### src/rtl/randgen_pkg.sv
package randgen_pkg;

    localparam int DATA_W = 32;

    // word indices of the registers
    localparam int IDX_VER  = 0;
    localparam int IDX_CMD  = 1;
    localparam int IDX_CTRL = 2;
    localparam int IDX_STAT = 3;
    localparam int IDX_ERR  = 4;
    localparam int IDX_DATA = 5;

    // bit positions
    localparam int CMD_TEST   = 0;
    localparam int CMD_SEED   = 1;
    localparam int CMD_CLRI   = 4;
    localparam int CMD_CLRE   = 5;
    localparam int CTL_AUTO   = 4;
    localparam int CTL_MDONE  = 5;
    localparam int CTL_MERR   = 6;
    localparam int STB_TDONE  = 4;
    localparam int STB_SDONE  = 5;
    localparam int STB_LVL    = 8;
    localparam int STB_ERR    = 16;
    localparam int ERB_STAT   = 3;
    localparam int LVL_MAX    = 15;

    localparam logic [DATA_W-1:0] LFSR_TAPS = 32'h8020_0003;

    typedef enum logic [1:0] {
        SQ_IDLE,
        SQ_TEST,
        SQ_SEED
    } seq_state_e;

    typedef struct packed {
        logic clr_err;
        logic clr_int;
        logic seed;
        logic test;
    } cmd_t;

    typedef struct packed {
        logic mask_err;
        logic mask_done;
        logic auto_seed;
    } ctrl_t;

    function automatic logic [DATA_W-1:0] lfsr_step(input logic [DATA_W-1:0] s);
        return {1'b0, s[DATA_W-1:1]} ^ (s[0] ? LFSR_TAPS : '0);
    endfunction

    function automatic cmd_t decode_cmd(input logic [DATA_W-1:0] w);
        cmd_t c;
        c.test    = w[CMD_TEST];
        c.seed    = w[CMD_SEED];
        c.clr_int = w[CMD_CLRI];
        c.clr_err = w[CMD_CLRE];
        return c;
    endfunction

    function automatic ctrl_t decode_ctrl(input logic [DATA_W-1:0] w);
        ctrl_t c;
        c.auto_seed = w[CTL_AUTO];
        c.mask_done = w[CTL_MDONE];
        c.mask_err  = w[CTL_MERR];
        return c;
    endfunction

    function automatic logic [DATA_W-1:0] encode_ctrl(input ctrl_t c);
        logic [DATA_W-1:0] w;
        w = '0;
        w[CTL_AUTO]  = c.auto_seed;
        w[CTL_MDONE] = c.mask_done;
        w[CTL_MERR]  = c.mask_err;
        return w;
    endfunction

endpackage

### src/rtl/randgen_seq.sv
module randgen_seq
    import randgen_pkg::*;
#(
    parameter int ST_CYCLES   = 1000,
    parameter int SEED_CYCLES = 2000
) (
    input  logic clk,
    input  logic rst,
    input  logic start_test,
    input  logic start_seed,
    output logic busy,
    output logic test_fin,
    output logic seed_fin
);
    localparam int MAX_CYC = (ST_CYCLES > SEED_CYCLES) ? ST_CYCLES : SEED_CYCLES;
    localparam int CNT_W   = $clog2(MAX_CYC + 1);

    seq_state_e       state;
    logic [CNT_W-1:0] cnt;
    logic [CNT_W-1:0] run_len;

    assign busy     = (state != SQ_IDLE);
    assign test_fin = (state == SQ_TEST) && (cnt == '0);
    assign seed_fin = (state == SQ_SEED) && (cnt == '0);

    always_ff @(posedge clk) begin
        if (rst) begin
            state <= SQ_IDLE;
            cnt   <= '0;
        end else begin
            case (state)
                SQ_IDLE: begin
                    if (start_test) begin
                        state <= SQ_TEST;
                        cnt   <= CNT_W'(ST_CYCLES - 1);
                    end else if (start_seed) begin
                        state <= SQ_SEED;
                        cnt   <= CNT_W'(SEED_CYCLES - 1);
                    end
                end
                default: begin
                    if (cnt == '0) state <= SQ_IDLE;
                    else           cnt   <= cnt - 1'b1;
                end
            endcase
        end
    end

    // independent run-length counter used only by the checks below
    always_ff @(posedge clk) begin
        if (rst)       run_len <= '0;
        else if (busy) run_len <= run_len + 1'b1;
        else           run_len <= '0;
    end

    assert_test_len_R2: assert property (@(posedge clk) disable iff (rst)
        test_fin |-> (run_len == CNT_W'(ST_CYCLES - 1)));

    assert_seed_len_R2: assert property (@(posedge clk) disable iff (rst)
        seed_fin |-> (run_len == CNT_W'(SEED_CYCLES - 1)));

    assert_busy_ignore_R3: assert property (@(posedge clk) disable iff (rst)
        (busy && (start_test || start_seed) && !test_fin && !seed_fin)
            |=> (state == $past(state)));

endmodule

### src/rtl/randgen_lfsr.sv
module randgen_lfsr
    import randgen_pkg::*;
(
    input  logic              clk,
    input  logic              rst,
    input  logic              load,
    input  logic [DATA_W-1:0] load_val,
    input  logic              advance,
    output logic [DATA_W-1:0] word
);
    logic [DATA_W-1:0] state;

    assign word = lfsr_step(state);

    always_ff @(posedge clk) begin
        if (rst)          state <= {{(DATA_W-1){1'b0}}, 1'b1};
        else if (load)    state <= (load_val == '0) ? {{(DATA_W-1){1'b0}}, 1'b1} : load_val;
        else if (advance) state <= word;
    end

    assert_state_nonzero_R8: assert property (@(posedge clk) disable iff (rst)
        state != '0);

endmodule

### src/rtl/randgen_fifo.sv
module randgen_fifo
    import randgen_pkg::*;
#(
    parameter int DEPTH = 16
) (
    input  logic                       clk,
    input  logic                       rst,
    input  logic                       push,
    input  logic [DATA_W-1:0]          push_data,
    input  logic                       pop,
    output logic [DATA_W-1:0]          head,
    output logic [$clog2(DEPTH+1)-1:0] count
);
    localparam int PTR_W = (DEPTH > 1) ? $clog2(DEPTH) : 1;
    localparam int CNT_W = $clog2(DEPTH + 1);

    logic [DATA_W-1:0] mem [DEPTH];
    logic [PTR_W-1:0]  wr_ptr, rd_ptr;
    logic              do_push, do_pop;

    assign do_pop  = pop && (count != '0);
    assign do_push = push && (count != CNT_W'(DEPTH));
    assign head    = (count != '0) ? mem[rd_ptr] : '0;

    function automatic logic [PTR_W-1:0] bump(input logic [PTR_W-1:0] p);
        return (p == PTR_W'(DEPTH - 1)) ? '0 : p + 1'b1;
    endfunction

    always_ff @(posedge clk) begin
        if (do_push) mem[wr_ptr] <= push_data;
    end

    always_ff @(posedge clk) begin
        if (rst) begin
            wr_ptr <= '0;
            rd_ptr <= '0;
            count  <= '0;
        end else begin
            if (do_push) wr_ptr <= bump(wr_ptr);
            if (do_pop)  rd_ptr <= bump(rd_ptr);
            if (do_push && !do_pop)      count <= count + 1'b1;
            else if (do_pop && !do_push) count <= count - 1'b1;
        end
    end

    assert_no_overflow_R9: assert property (@(posedge clk) disable iff (rst)
        push |-> (count < CNT_W'(DEPTH)));

    assert_empty_read_R10: assert property (@(posedge clk) disable iff (rst)
        (pop && count == '0 && !push) |=> (count == '0));

endmodule

### src/rtl/randgen_ctrl.sv
module randgen_ctrl
    import randgen_pkg::*;
#(
    parameter int         ADDR_W          = 8,
    parameter int         FIFO_DEPTH      = 16,
    parameter int         ST_CYCLES       = 1000,
    parameter int         SEED_CYCLES     = 2000,
    parameter int         RESEED_BLOCKS   = 1 << 20,
    parameter int         WORDS_PER_BLOCK = 5,
    parameter logic [3:0] VER_TYPE        = 4'd2,
    parameter logic [7:0] VER_MAJ         = 8'd2,
    parameter logic [7:0] VER_MIN         = 8'd1
) (
    input  logic              clk,
    input  logic              rst,
    input  logic              bus_wr,
    input  logic              bus_rd,
    input  logic [ADDR_W-1:0] bus_addr,
    input  logic [31:0]       bus_wdata,
    output logic [31:0]       bus_rdata,
    input  logic [31:0]       entropy_in,
    input  logic              force_stat_err,
    output logic              irq
);
    localparam int IDX_W        = ADDR_W - 2;
    localparam int CNT_W        = $clog2(FIFO_DEPTH + 1);
    localparam int RESEED_WORDS = RESEED_BLOCKS * WORDS_PER_BLOCK;
    localparam int RC_W         = $clog2(RESEED_WORDS + 1);
    localparam logic [RC_W-1:0] RESEED_LAST = RC_W'(RESEED_WORDS - 1);

    logic [IDX_W-1:0]  widx;
    cmd_t              cmd;
    ctrl_t             ctrl;
    logic              cmd_wr, ctrl_wr, data_rd;
    logic              st_done, seed_done, stat_err, seeded;
    logic              err_any, done_any;
    logic              req_test, req_seed, seed_accept;
    logic              busy, test_fin, seed_fin;
    logic              reseed_pend;
    logic [RC_W-1:0]   served;
    logic              gen_push;
    logic [DATA_W-1:0] gen_word, fifo_head;
    logic [CNT_W-1:0]  fifo_cnt;
    logic [3:0]        lvl_field;
    logic [31:0]       ver_word, stat_word, err_word;

    assign widx    = bus_addr[ADDR_W-1:2];
    assign cmd     = decode_cmd(bus_wdata);
    assign cmd_wr  = bus_wr && (widx == IDX_W'(IDX_CMD));
    assign ctrl_wr = bus_wr && (widx == IDX_W'(IDX_CTRL));
    assign data_rd = bus_rd && (widx == IDX_W'(IDX_DATA));

    assign err_any  = stat_err;
    assign done_any = st_done || seed_done;

    // command acceptance, self test has priority over seeding
    assign req_test    = cmd_wr && cmd.test;
    assign req_seed    = (cmd_wr && cmd.seed) || reseed_pend;
    assign seed_accept = req_seed && !busy && !req_test;

    randgen_seq #(
        .ST_CYCLES  (ST_CYCLES),
        .SEED_CYCLES(SEED_CYCLES)
    ) u_seq (
        .clk       (clk),
        .rst       (rst),
        .start_test(req_test),
        .start_seed(req_seed),
        .busy      (busy),
        .test_fin  (test_fin),
        .seed_fin  (seed_fin)
    );

    assign gen_push = seeded && !busy && (fifo_cnt != CNT_W'(FIFO_DEPTH));

    randgen_lfsr u_lfsr (
        .clk     (clk),
        .rst     (rst),
        .load    (seed_fin && !force_stat_err),
        .load_val(entropy_in),
        .advance (gen_push),
        .word    (gen_word)
    );

    randgen_fifo #(
        .DEPTH(FIFO_DEPTH)
    ) u_fifo (
        .clk      (clk),
        .rst      (rst),
        .push     (gen_push),
        .push_data(gen_word),
        .pop      (data_rd),
        .head     (fifo_head),
        .count    (fifo_cnt)
    );

    // flags, control and error state
    always_ff @(posedge clk) begin
        if (rst) begin
            ctrl      <= '0;
            st_done   <= 1'b0;
            seed_done <= 1'b0;
            stat_err  <= 1'b0;
            seeded    <= 1'b0;
        end else begin
            if (ctrl_wr) ctrl <= decode_ctrl(bus_wdata);
            if (cmd_wr && cmd.clr_err && err_any) begin
                stat_err  <= 1'b0;
                st_done   <= 1'b0;
                seed_done <= 1'b0;
            end else if (cmd_wr && cmd.clr_int && !err_any) begin
                st_done   <= 1'b0;
                seed_done <= 1'b0;
            end
            if (test_fin) st_done <= 1'b1;
            if (seed_fin) begin
                seed_done <= 1'b1;
                if (force_stat_err) begin
                    stat_err <= 1'b1;
                    seeded   <= 1'b0;
                end else begin
                    seeded   <= 1'b1;
                end
            end
        end
    end

    // served-word counting for automatic reseed
    always_ff @(posedge clk) begin
        if (rst) begin
            served      <= '0;
            reseed_pend <= 1'b0;
        end else begin
            if (seed_accept) reseed_pend <= 1'b0;
            if (data_rd && (fifo_cnt != '0) && ctrl.auto_seed) begin
                if (served == RESEED_LAST) begin
                    served      <= '0;
                    reseed_pend <= 1'b1;
                end else begin
                    served <= served + 1'b1;
                end
            end
        end
    end

    assign lvl_field = (int'(fifo_cnt) >= LVL_MAX) ? 4'(LVL_MAX) : 4'(fifo_cnt);

    always_comb begin
        ver_word         = '0;
        ver_word[31:28]  = VER_TYPE;
        ver_word[15:8]   = VER_MAJ;
        ver_word[7:0]    = VER_MIN;
        stat_word                    = '0;
        stat_word[STB_TDONE]         = st_done;
        stat_word[STB_SDONE]         = seed_done;
        stat_word[STB_LVL +: 4]      = lvl_field;
        stat_word[STB_ERR]           = err_any;
        err_word                     = '0;
        err_word[ERB_STAT]           = stat_err;
    end

    always_comb begin
        case (int'(widx))
            IDX_VER:  bus_rdata = ver_word;
            IDX_CTRL: bus_rdata = encode_ctrl(ctrl);
            IDX_STAT: bus_rdata = stat_word;
            IDX_ERR:  bus_rdata = err_word;
            IDX_DATA: bus_rdata = fifo_head;
            default:  bus_rdata = '0;
        endcase
    end

    assign irq = (done_any && !ctrl.mask_done) || (err_any && !ctrl.mask_err);

    assert_irq_source_R7: assert property (@(posedge clk) disable iff (rst)
        irq |-> (st_done || seed_done || stat_err));

    assert_stat_err_R4: assert property (@(posedge clk) disable iff (rst)
        (seed_fin && force_stat_err) |=> (stat_err && !seeded));

    assert_clr_int_blocked_R5: assert property (@(posedge clk) disable iff (rst)
        (cmd_wr && cmd.clr_int && !cmd.clr_err && stat_err) |=> stat_err);

    assert_clr_err_R6: assert property (@(posedge clk) disable iff (rst)
        (cmd_wr && cmd.clr_err && stat_err && !seed_fin) |=> (!stat_err && !seed_done));

    assert_reseed_start_R11: assert property (@(posedge clk) disable iff (rst)
        (reseed_pend && !busy && !req_test) |=> busy);

    assert_no_gen_busy_R8: assert property (@(posedge clk) disable iff (rst)
        busy |=> $stable(fifo_cnt) || (fifo_cnt < $past(fifo_cnt)));

endmodule

### config.mk
export PLATFORM = sky130hd
export DESIGN_NAME = randgen_ctrl
export DESIGN_NICKNAME = d
export VERILOG_FILES = /design/src/rtl/randgen_pkg.sv /design/src/rtl/randgen_seq.sv /design/src/rtl/randgen_lfsr.sv /design/src/rtl/randgen_fifo.sv /design/src/rtl/randgen_ctrl.sv
export SDC_FILE = /design/constraint.sdc
export NUM_CORES = 1
export LEC_CHECK = 0
export BUFFER_PORTS_ARGS = -buffer_cell sky130_fd_sc_hd__buf_4
export CORE_ASPECT_RATIO = 0.75
export CORE_MARGIN = 10
export CORE_UTILIZATION = 55
export DETAILED_ROUTE_END_ITERATION = 12
export PLACE_DENSITY = 0.75
export SYNTH_ARGS = -nofsm -noshare
export SYNTH_HDL_FRONTEND = slang
export SYNTH_HIERARCHICAL = 1
export SYNTH_SLANG_ARGS = --single-unit
### constraint.sdc
create_clock -name clk -period 4.55 [get_ports clk]
set_clock_uncertainty 0.1 [all_clocks]
set_input_delay 0.455 -clock clk [delete_from_list [all_inputs] [get_ports clk]]
set_output_delay 0.455 -clock clk [all_outputs]
set_load 0.05 [all_outputs]
==> results.yml, run 1 <==
outcome:
  outcome: "finished, final reports clean"
drt:
  drt-total-wl_um: 55700
  ant_nets: 0
  detail_route.wl_per_cell_um: 25.8
  drtPass1Iterations: 6
  detail_routed_via_count_per_cell: 6.24
  drtIter0Drc: 1368
  via_count: 13471
  drc: 0
synthesis:
  postSynthNetCount: 1529
  synth_enable_flop_cells: 512
  yosysWarnings: 6
  synth-async-reset-ratio: 0
  ys_dominant_reg_cell: "sky130_fd_sc_hd__edfxtp_1"
  post_synth.cell_area_avg_um2: 17.3
  syn-instance-count: 1440
  synth_sequential_area_ratio: 0.692
  yosys_register_bits: 605
  synth_cell_type_count: 70
  synth_area_mm2: 0.0249
power:
  power-per-cell-area_mw_per_mm2: 388
  finalPower_uw: 10900
  vdd_drop_max_uv: 388
  power_leakage_uw: 0.00904
clock_network:
  clock_tree.root_cell: "sky130_fd_sc_hd__clkbuf_16"
  cts_tree: "yes"
  htreeDepth: 2
  numCtsBuffers: 56
  clock_sinks: 605
  cts_repair_resize_count: 0
  clk-insertion-delay-late_ns: 0.61
  clk_transition_reported_paths_ns: 0.07
  ctsLongestPathBuffers: 3
floorplan:
  rows: 67
  dieArea_mm2: 0.0543
  num_io_pins: 110
  vertical_extent_of_the_die_um: 204
  start_util: 0.557
  die-width_um: 266
  core-area_mm2: 0.0447
setup_path:
  critPathKind: "reg2out"
  worst_path_dominant_cell_family: "compound AO/OA/AOI/OAI gates"
  cp_cell_sequence: "or4_4 -> o211ai_4 -> buf_4 -> nor2b_1 -> a221o_1 -> a22o_1 -> a22o_1 -> buf_4"
  crit_buf_inv: 2
  cp.required_ns: 3.99
  peak_fanout_along_the_critical_path: 13
  worstSetupEndpointType: "primary output"
  timing.critical_path.slowest_stage_cell: "sky130_fd_sc_hd__or4_4"
  cp.arrival_ns: 3.53
  cp_slowest_stage_delay_ns: 0.64
  worst_setup_path_start_kind: "register"
timing:
  finalCriticalPeriod_ns: 4.08
  fin_tns_setup_ns: 0
  hold_viol: 0
  final-setup-viol-count: 0
  worst_margin_slew_ns: 1.05
  final_worst_path_cycle_share: 0.898
  timing.max_slew.rel_slack: 0.295
  finalHoldWorstSlack_ns: 0.0187
  timing.final.max_slew_violations: 0
  max_clock_freq_ghz: 0.245
  grt_setup_unrepaired: "no"
place:
  dp_cells: 2042
  detailed_place.area_mm2: 0.0261
  gpl.final_weighted_congestion: 0.812
  dpl.hpwl_um: 32500
  count_of_input_and_output_buffers: 80
global_route:
  global_route.usage.met1: 0.278
  groute.layer.met2.usage: 0.345
  antenna_found_initial: 0
  met3_layer_usage_reported_by_global_route: 0.0326
  grt_first_pass_wirelength_um: 84800
  vias_in_the_first_global_route: 13753
  busiest_layer: "met2"
  grt_max_degree: 78
  gr-total-overflow: 0
  grt.total_usage: 0.205
flow_run:
  max_cap_viol_count: 0
final_layout:
  final_layout_size_suffix_gt1_frac: 0.244
  syn_to_final_growth_pct: 13.0
  stdcell_count: 2158
  post-route-cell-area_mm2: 0.0281
  antennaDiodeCount: 0
  nNetsFinal: 1613
worst_hold_path:
  hold_path.class: "in2reg"
## placed cells by master, fill, tap and decap left out, types with 8 or more instances in the layout
master                          instances
sky130_fd_sc_hd__a21oi_1               57
sky130_fd_sc_hd__a221o_1               32
sky130_fd_sc_hd__and2_1                26
sky130_fd_sc_hd__buf_4                116
sky130_fd_sc_hd__bufinv_16              8
sky130_fd_sc_hd__clkbuf_1              15
sky130_fd_sc_hd__clkbuf_16             57
sky130_fd_sc_hd__dfxtp_1               90
sky130_fd_sc_hd__dlygate4sd3_1         10
sky130_fd_sc_hd__edfxtp_1             512
sky130_fd_sc_hd__ha_1                  11
sky130_fd_sc_hd__inv_1                 16
sky130_fd_sc_hd__mux2_2                35
sky130_fd_sc_hd__mux2i_1               39
sky130_fd_sc_hd__mux4_1                29
sky130_fd_sc_hd__mux4_2                99
sky130_fd_sc_hd__nand2_1               36
sky130_fd_sc_hd__nand3_1               17
sky130_fd_sc_hd__nand4_1                8
sky130_fd_sc_hd__nor2_1               110
sky130_fd_sc_hd__nor2_4                15
sky130_fd_sc_hd__nor2b_1               37
sky130_fd_sc_hd__nor3_1                 8
sky130_fd_sc_hd__nor4_1                25
sky130_fd_sc_hd__o21ai_0               15
sky130_fd_sc_hd__xnor2_1               20
## Yosys cell counts (3+ instances only)
library cell                 n  share of area
sky130_fd_sc_hd__edfxtp_1  512           0.62
sky130_fd_sc_hd__nor2_1    123          0.019
sky130_fd_sc_hd__mux4_2     99          0.090
sky130_fd_sc_hd__dfxtp_1    93          0.075
sky130_fd_sc_hd__a21oi_1    57          0.011
sky130_fd_sc_hd__mux2i_1    39          0.016
sky130_fd_sc_hd__nor2b_1    38         0.0095
sky130_fd_sc_hd__nand2_1    36         0.0054
sky130_fd_sc_hd__mux2_2     35          0.016
sky130_fd_sc_hd__buf_4      34          0.010
sky130_fd_sc_hd__a221o_1    32          0.013
sky130_fd_sc_hd__mux4_1     29          0.031
sky130_fd_sc_hd__clkbuf_1   27         0.0041
sky130_fd_sc_hd__and2_1     26         0.0065
sky130_fd_sc_hd__nor4_1     25         0.0063
sky130_fd_sc_hd__buf_2      24         0.0048
sky130_fd_sc_hd__xnor2_1    20         0.0070
sky130_fd_sc_hd__nand3_1    17         0.0034
sky130_fd_sc_hd__inv_1      16         0.0024
sky130_fd_sc_hd__o21ai_0    15         0.0030
sky130_fd_sc_hd__nor3_1     12         0.0024
sky130_fd_sc_hd__ha_1       11         0.0055
sky130_fd_sc_hd__buf_1      10         0.0015
sky130_fd_sc_hd__nand4_1     8         0.0020
sky130_fd_sc_hd__nor3b_1     7         0.0021
sky130_fd_sc_hd__buf_6       6         0.0027
sky130_fd_sc_hd__or3_1       6         0.0015
sky130_fd_sc_hd__a21o_1      5         0.0015
sky130_fd_sc_hd__a22o_1      5         0.0018
sky130_fd_sc_hd__xor2_1      5         0.0018
sky130_fd_sc_hd__a31oi_1     4         0.0010
sky130_fd_sc_hd__and4_1      4         0.0014
sky130_fd_sc_hd__buf_12      4         0.0032
sky130_fd_sc_hd__a211oi_1    3        0.00090
sky130_fd_sc_hd__nand2b_1    3        0.00075
sky130_fd_sc_hd__o21a_1      3        0.00090
sky130_fd_sc_hd__o31ai_1     3        0.00090
sky130_fd_sc_hd__or4_1       3        0.00090
sky130_fd_sc_hd__or4_4       3         0.0014
## worst register-to-register path, stage by stage (launching register included)
cell	delay (ns)
sky130_fd_sc_hd__dfxtp_1	0.35
sky130_fd_sc_hd__inv_1	0.09
sky130_fd_sc_hd__ha_1	0.18
sky130_fd_sc_hd__nor3b_1	0.66
sky130_fd_sc_hd__nand3_1	0.33
sky130_fd_sc_hd__nor3b_1	0.67
sky130_fd_sc_hd__nor2b_4	0.71
sky130_fd_sc_hd__buf_4	0.36
sky130_fd_sc_hd__nor2_1	0.09
sky130_fd_sc_hd__a21oi_1	0.16
sky130_fd_sc_hd__nor2_1	0.07
## state kept, by name, summed over array words and instances, names as in the netlist, named ones only
| signal | count |
|---|---|
| u_seq/state | 2 |
| st_done | 1 |
| reseed_pend | 1 |
| u_fifo/count | 5 |
| seed_done | 1 |
| u_fifo/mem | 512 |
| u_seq/cnt | 11 |
| u_fifo/wr_ptr | 4 |
| u_fifo/rd_ptr | 4 |
| err_any | 1 |
| seeded | 1 |
| ctrl | 3 |
| served | 23 |
| u_lfsr/state | 32 |
## metrics by stage
| step | utilization | setup WS, ns |
|---|---|---|
| finish | 0.630 | 0.466 |
| global route | 0.630 | 0.357 |
| detailed placement | 0.584 | 0.748 |
| global placement | 0.584 | 1.01 |
| CTS | 0.630 | 0.487 |
| floorplan | - | 0.196 |
## power by group
group / internal, µW / leakage, µW / switching, µW
Sequential: 5920 / 0.00546 / 3.47
Clock: 2850 / 0.000943 / 2050
Combinational: 45.6 / 0.00264 / 60.5
Total: 8820 / 0.00904 / 2110
## kinds of logic (layout without fill, tap and decap cells)
group,count (synthesis),count (layout),share of synthesized area
flip-flops,605,605,0.692
AND/OR/NAND/NOR,324,324,0.0682
multiplexers,202,202,0.152
AO/OA/AOI/OAI,146,146,0.0414
buffers and inverters,124,256,0.0301
XOR/XNOR,27,27,0.0101
adder cells (fa/ha/maj),12,12,0.00633
## path summary, 6_finish.rpt
path,to,start,slack [ns],depth (start not counted)
min reg2reg,ctrl[1],ctrl[1],0.38,2
max reg2reg,u_lfsr/state[4],u_seq/cnt[0],0.65,10
max,bus_rdata[5],u_fifo/count[3],0.47,8
min,ctrl[2],bus_wdata[6],0.02,3
## cell type report
class,count,area (µm²)
Timing Repair Buffer,133,1110
Inverter,17,63.8
Sequential cell,605,17200
Tap cell,586,733
Clock buffer,76,1540
Fill cell,3025,16500
Multi-Input combinational cell,711,7050
Clock inverter,30,402
## layer usage
metal / routed length [µm] / part of all wire / vias to the layer above
met2: 27600 / 0.50 / 510
met4: 1200 / 0.022 / 0
met3: 3680 / 0.066 / 77
met1: 23200 / 0.42 / 7004
li1: - / - / 5880
met5: 0 / 0 / -
## timing repair
action                    CTS  global route
hold endpoints to repair   10             0
setup buffers               0             0
hold buffers               10             0
No activity file was read; power rests on OpenSTA's default activity.
==> run 2: changes to the inputs <==
--- a/config.mk
+++ b/config.mk
@@ -10,6 +10,7 @@
 export CORE_MARGIN = 10
 export CORE_UTILIZATION = 55
 export DETAILED_ROUTE_END_ITERATION = 12
+export MAX_ROUTING_LAYER = met4
 export PLACE_DENSITY = 0.75
 export SYNTH_ARGS = -nofsm -noshare
 export SYNTH_HDL_FRONTEND = slang
==> results.yml, run 2 (synthesis results as in run 1) <==
outcome:
  outcome: "finished, final reports clean"
power:
  power_leakage_uw: 0.00904
  power.switching_uw: 2110
  internal-power_uw: 8820
  vdd_drop_max_uv: 387
  power_frac_clock: 0.448
  power_frac_seq: 0.542
  finalPower_uw: 10900
  power.switching_fraction: 0.193
  power.combinational.fraction: 0.010
  power-per-cell-area_mw_per_mm2: 388
drt:
  drtIter0Drc: 1306
  drtPass1Iterations: 6
  detail_routed_via_count_per_cell: 6.23
  detail_route.wl_per_cell_um: 25.8
  ant_nets: 0
  drt-total-wl_um: 55700
  via_count: 13455
  drc: 0
clock_network:
  clock_tree.root_cell: "sky130_fd_sc_hd__clkbuf_16"
  clk_transition_reported_paths_ns: 0.07
  numCtsBuffers: 56
  clk-insertion-delay-late_ns: 0.61
  clock_sinks: 605
  ctsLongestPathBuffers: 3
  htreeDepth: 2
  cts_tree: "yes"
setup_path:
  setup.worst_path.start: "u_fifo/count[3]"
  worstSetupEndpointType: "primary output"
  cp_cell_sequence: "or4_4 -> o211ai_4 -> buf_4 -> nor2b_1 -> a221o_1 -> a22o_1 -> a22o_1 -> buf_4"
  cp_slowest_stage_delay_ns: 0.64
  timing.critical_path.slowest_stage_cell: "sky130_fd_sc_hd__or4_4"
  r2r_slack_ns: 0.63
  peak_fanout_along_the_critical_path: 13
  worst_setup_path_start_kind: "register"
  worstSetupEndpoint: "bus_rdata[5]"
  worstReg2RegEnd: "u_lfsr/state[4]"
  critPathKind: "reg2out"
  cp.required_ns: 3.99
  r2r_start: "u_seq/cnt[0]"
  worst-r2r-cell-count: 10
  cp.arrival_ns: 3.52
place:
  gpl.final_weighted_congestion: 0.824
  count_of_input_and_output_buffers: 80
  dpl.hpwl_um: 32500
  detailed_place.area_mm2: 0.0261
  setup_slack_at_placement_ns: 0.748
final_layout:
  largest_reg_flops: 512
  post-route-cell-area_mm2: 0.0281
  most-common-layout-cells: "sky130_fd_sc_hd__edfxtp_1 (512), sky130_fd_sc_hd__buf_4 (116), sky130_fd_sc_hd__nor2_1 (110)"
  antennaDiodeCount: 0
  syn_to_final_growth_pct: 13.0
  nNetsFinal: 1613
  final_layout_size_suffix_gt1_frac: 0.244
  mostFrequentLayoutCell: "sky130_fd_sc_hd__edfxtp_1"
  reg_top3: "u_fifo/mem (512), u_lfsr/state (32), served (23)"
  max_flop_register: "u_fifo/mem"
timing:
  timing.max_slew.rel_slack: 0.277
  final-setup-viol-count: 0
  timing.final.max_slew_violations: 0
  fin_tns_setup_ns: 0
  hold_viol: 0
  finalCriticalPeriod_ns: 4.08
  worst_margin_slew_ns: 1.08
  final_setup_slack_of_the_worst_path_ns: 0.473
  grt_setup_unrepaired: "no"
  final_worst_path_cycle_share: 0.896
  max_clock_freq_ghz: 0.245
floorplan:
  num_io_pins: 110
  die-width_um: 266
  dieArea_mm2: 0.0543
  vertical_extent_of_the_die_um: 204
  rows: 67
  start_util: 0.557
  core-area_mm2: 0.0447
worst_hold_path:
  hold_path.class: "in2reg"
  worst_hold_startpoint: "bus_wdata[6]"
global_route:
  gr-total-overflow: 0
  vias_in_the_first_global_route: 13739
  grt_max_degree: 78
  grt_first_pass_wirelength_um: 84800
  antenna_found_initial: 0
  grt.total_usage: 0.212
flow_run:
  max_cap_viol_count: 0
[run 2: stage by stage]
| stage | std cells | hold WS, ns | util |
|---|---|---|---|
| after floorplan | 1440 | 0.349 | - |
| after global placement | 2042 | 0.367 | 0.584 |
| after detailed placement | 2042 | 0.371 | 0.584 |
| after CTS | 2158 | 0.000289 | 0.630 |
| after global routing | 2158 | 0.0110 | 0.630 |
| final | 2158 | 0.0223 | 0.630 |
[run 2: per-layer routing]
metal	vias to the layer above	GRT usage	wire (µm)
met5	-	-	0
met4	0	0.0540	1180
met3	79	0.0319	3370
met2	470	0.345	27700
met1	7029	0.278	23500
li1	5877	-	-
[run 2: what timing repair did]
item	CTS	global route
hold buffers	10	0
gates resized for setup	0	0
setup buffers	0	0
endpoints found under the hold margin	10	0
[run 2: how the worst min path moves through the flow]
stage / cells past startpoint / to
floorplan: 2 / ctrl[0]
global placement: 2 / ctrl[1]
detailed placement: 2 / ctrl[1]
CTS: 3 / u_lfsr/state[11]
global route: 3 / u_lfsr/state[16]
finish: 3 / ctrl[2]
[run 2: final cells by class]
cell class | instances | area [µm²]
clock inverter | 30 | 402
sequential | 605 | 17200
fill | 3025 | 16500
clock buffer | 76 | 1540
multi-input combinational | 711 | 7050
inverter | 17 | 63.8
timing repair buffer | 133 | 1110
tap | 586 | 733
[run 2: power groups by stage]
stage,registers [µW],clock network (µW),logic [µW]
2_1_floorplan,6050,0,37.3
3_3_place_gp,6050,0,95.9
3_5_place_dp,6050,0,97.0
4_1_cts,5930,4980,105
5_1_grt,5920,5190,112
6_report,5930,4890,106
[run 2: worst max-delay path: cells and delay by family (launching register included)]
kind            cells  cell delay, ns
compound gates      4            1.29
simple gates        2            0.72
buf+inv             2            0.53
flops               1            0.38
==> run 3: changes to the inputs <==
--- a/config.mk
+++ b/config.mk
@@ -6,12 +6,10 @@
 export NUM_CORES = 1
 export LEC_CHECK = 0
 export BUFFER_PORTS_ARGS = -buffer_cell sky130_fd_sc_hd__buf_4
-export CORE_ASPECT_RATIO = 0.75
 export CORE_MARGIN = 10
-export CORE_UTILIZATION = 55
+export CORE_UTILIZATION = 35
 export DETAILED_ROUTE_END_ITERATION = 12
 export MAX_ROUTING_LAYER = met4
-export PLACE_DENSITY = 0.75
 export SYNTH_ARGS = -nofsm -noshare
 export SYNTH_HDL_FRONTEND = slang
 export SYNTH_HIERARCHICAL = 1
==> results.yml, run 3 (synthesis results as in run 1) <==
place:
  dp_cells: 2396
  detailed_place.area_mm2: 0.0266
  dpl.hpwl_um: 33100
  gpl.final_weighted_congestion: 0.760
  count_of_input_and_output_buffers: 80
clock_network:
  cts_repair_resize_count: 0
  cts_post_setup_buffers_inserted: 0
  clock_sinks: 605
  clock_tree.root_cell: "sky130_fd_sc_hd__clkbuf_16"
  cts_tree: "yes"
  numCtsBuffers: 61
  clk_transition_reported_paths_ns: 0.06
  ctsLongestPathBuffers: 3
  clk-insertion-delay-late_ns: 0.64
  htreeDepth: 2
final_layout:
  largest_reg_flops: 512
  seq_area_mm2: 0.0172
  reg_top3: "u_fifo/mem (512), u_lfsr/state (32), served (23)"
  stdcell_count: 2547
  nNetsFinal: 1643
  mostFrequentLayoutCell: "sky130_fd_sc_hd__edfxtp_1"
  final_layout_size_suffix_gt1_frac: 0.243
  postLayoutCoreUtil: 0.412
  most-common-layout-cells: "sky130_fd_sc_hd__edfxtp_1 (512), sky130_fd_sc_hd__buf_4 (115), sky130_fd_sc_hd__nor2_1 (110)"
  post-route-cell-area_mm2: 0.0289
  multi_input_comb_area_mm2: 0.00705
  nFillCells: 6262
  max_flop_register: "u_fifo/mem"
  syn_to_final_growth_pct: 16.2
worst_hold_path:
  hold_path.class: "in2reg"
  worst_hold_startpoint: "bus_wr"
floorplan:
  core-area_mm2: 0.0703
  dieArea_mm2: 0.0822
  num_io_pins: 110
  rows: 97
  vertical_extent_of_the_die_um: 287
  die-width_um: 287
  start_util: 0.354
global_route:
  grt.total_usage: 0.143
  grt_max_degree: 78
  gr-total-overflow: 0
  antenna_found_initial: 2
  vias_in_the_first_global_route: 13623
  grt_first_pass_wirelength_um: 86300
drt:
  drc: 0
  drtPass1Iterations: 5
  drtIter0Drc: 1046
  drt-total-wl_um: 57300
  ant_nets: 0
  detail_routed_via_count_per_cell: 5.22
  detail_route.wl_per_cell_um: 22.5
  via_count: 13299
timing:
  final_worst_path_cycle_share: 0.917
  max_clock_freq_ghz: 0.240
  grt_setup_unrepaired: "no"
  final-setup-viol-count: 0
  worst_margin_slew_ns: 1.18
  timing.final.max_slew_violations: 0
  finalCriticalPeriod_ns: 4.17
  fin_tns_setup_ns: 0
  timing.max_slew.rel_slack: 0.203
  hold_viol: 0
setup_path:
  worst_setup_path_start_kind: "register"
  cp_slowest_stage_delay_ns: 0.70
  peak_fanout_along_the_critical_path: 17
  crit_buf_inv: 2
  worstSetupEndpointType: "primary output"
  worst_path_dominant_cell_family: "compound AO/OA/AOI/OAI gates"
  cp.required_ns: 3.99
  timing.critical_path.slowest_stage_cell: "sky130_fd_sc_hd__o211ai_4"
  setup.worst_path.start: "u_fifo/count[3]"
  cp.arrival_ns: 3.62
  r2r_start: "u_seq/state[0]"
  cp_cell_sequence: "or4_4 -> o211ai_4 -> buf_4 -> nor2b_1 -> a221o_1 -> nand2_1 -> o21ai_0 -> buf_4"
  critPathKind: "reg2out"
  critPathMostFrequentCell: "sky130_fd_sc_hd__buf_4"
power:
  power.switching_fraction: 0.197
  finalPower_uw: 11000
  power.combinational.fraction: 0.011
  power_leakage_uw: 0.00918
  power-per-cell-area_mw_per_mm2: 381
  power_frac_seq: 0.538
  power_frac_clock: 0.451
  power.switching_uw: 2170
  vdd_drop_max_uv: 329
  internal-power_uw: 8850
outcome:
  outcome: "finished, final reports clean"
flow_run:
  max_cap_viol_count: 0
-- run 3: cell types whose count changed in the layout (fill, tap and decap cells not counted), sizes merged --
| cell | delta |
|---|---|
| dlygate4sd3 | +25 |
| inv | -4 |
| diode | +3 |
| bufinv | -2 |
| clkinv | +9 |
| clkbuf | +3 |
| clkinvlp | +1 |
-- run 3: worst register-to-register path, cell delays in order (launching register included) --
cell                       delay [ns]
sky130_fd_sc_hd__dfxtp_1         0.35
sky130_fd_sc_hd__nor2_4          0.24
sky130_fd_sc_hd__clkinv_1        0.33
sky130_fd_sc_hd__inv_1           0.12
sky130_fd_sc_hd__o311a_2         0.21
sky130_fd_sc_hd__buf_4           0.52
sky130_fd_sc_hd__o211ai_2        0.40
sky130_fd_sc_hd__nor2_4          0.19
sky130_fd_sc_hd__buf_4           0.55
-- run 3: cell type report --
cell class,instances,area share
Sequential cell,605,0.596
Multi-Input combinational cell,711,0.244
Clock buffer,79,0.0561
Timing Repair Buffer,158,0.0475
Tap cell,940,0.0407
Clock inverter,34,0.0134
Inverter,17,0.00221
Antenna cell,3,0.000259
-- run 3: power groups by stage --
stage          Clock [µW]  Sequential (µW)  Combinational [µW]
2_1_floorplan           0             6050                37.3
3_3_place_gp            0             6050                96.8
3_5_place_dp            0             6050                98.3
4_1_cts              5090             5930                 122
5_1_grt              5310             5920                 131
6_report             4970             5930                 122
-- run 3: path summary, 6_finish.rpt --
kind / cells past startpoint / slack, ns / to
worst max-delay path: 8 / 0.38 / bus_rdata[11]
worst min-delay path: 3 / 0.06 / ctrl[2]
worst max register to register: 8 / 1.14 / u_fifo/mem[15][9]
worst min register to register: 2 / 0.39 / reseed_pend
-- run 3: routing by layer --
metal	up-vias	routed length, µm	track usage
li1	5934	-	-
met5	-	0	-
met1	6933	26000	0.192
met3	76	3430	0.0261
met2	356	26800	0.220
met4	0	1160	0.0390
-- run 3: repair_timing --
| action | CTS | global route |
|---|---|---|
| hold buffers | 35 | 0 |
| endpoints found under the setup margin | 0 | 0 |
| endpoints found under the hold margin | 34 | 0 |
-- run 3: through the flow --
step / hold WS (ns) / worst slack, ns
after floorplan: 0.349 / 0.196
final: 0.0604 / 0.376
after detailed placement: 0.386 / 1.02
after CTS: 0.0236 / 0.332
after global placement: 0.364 / 1.05
after global routing: 0.0525 / 0.250
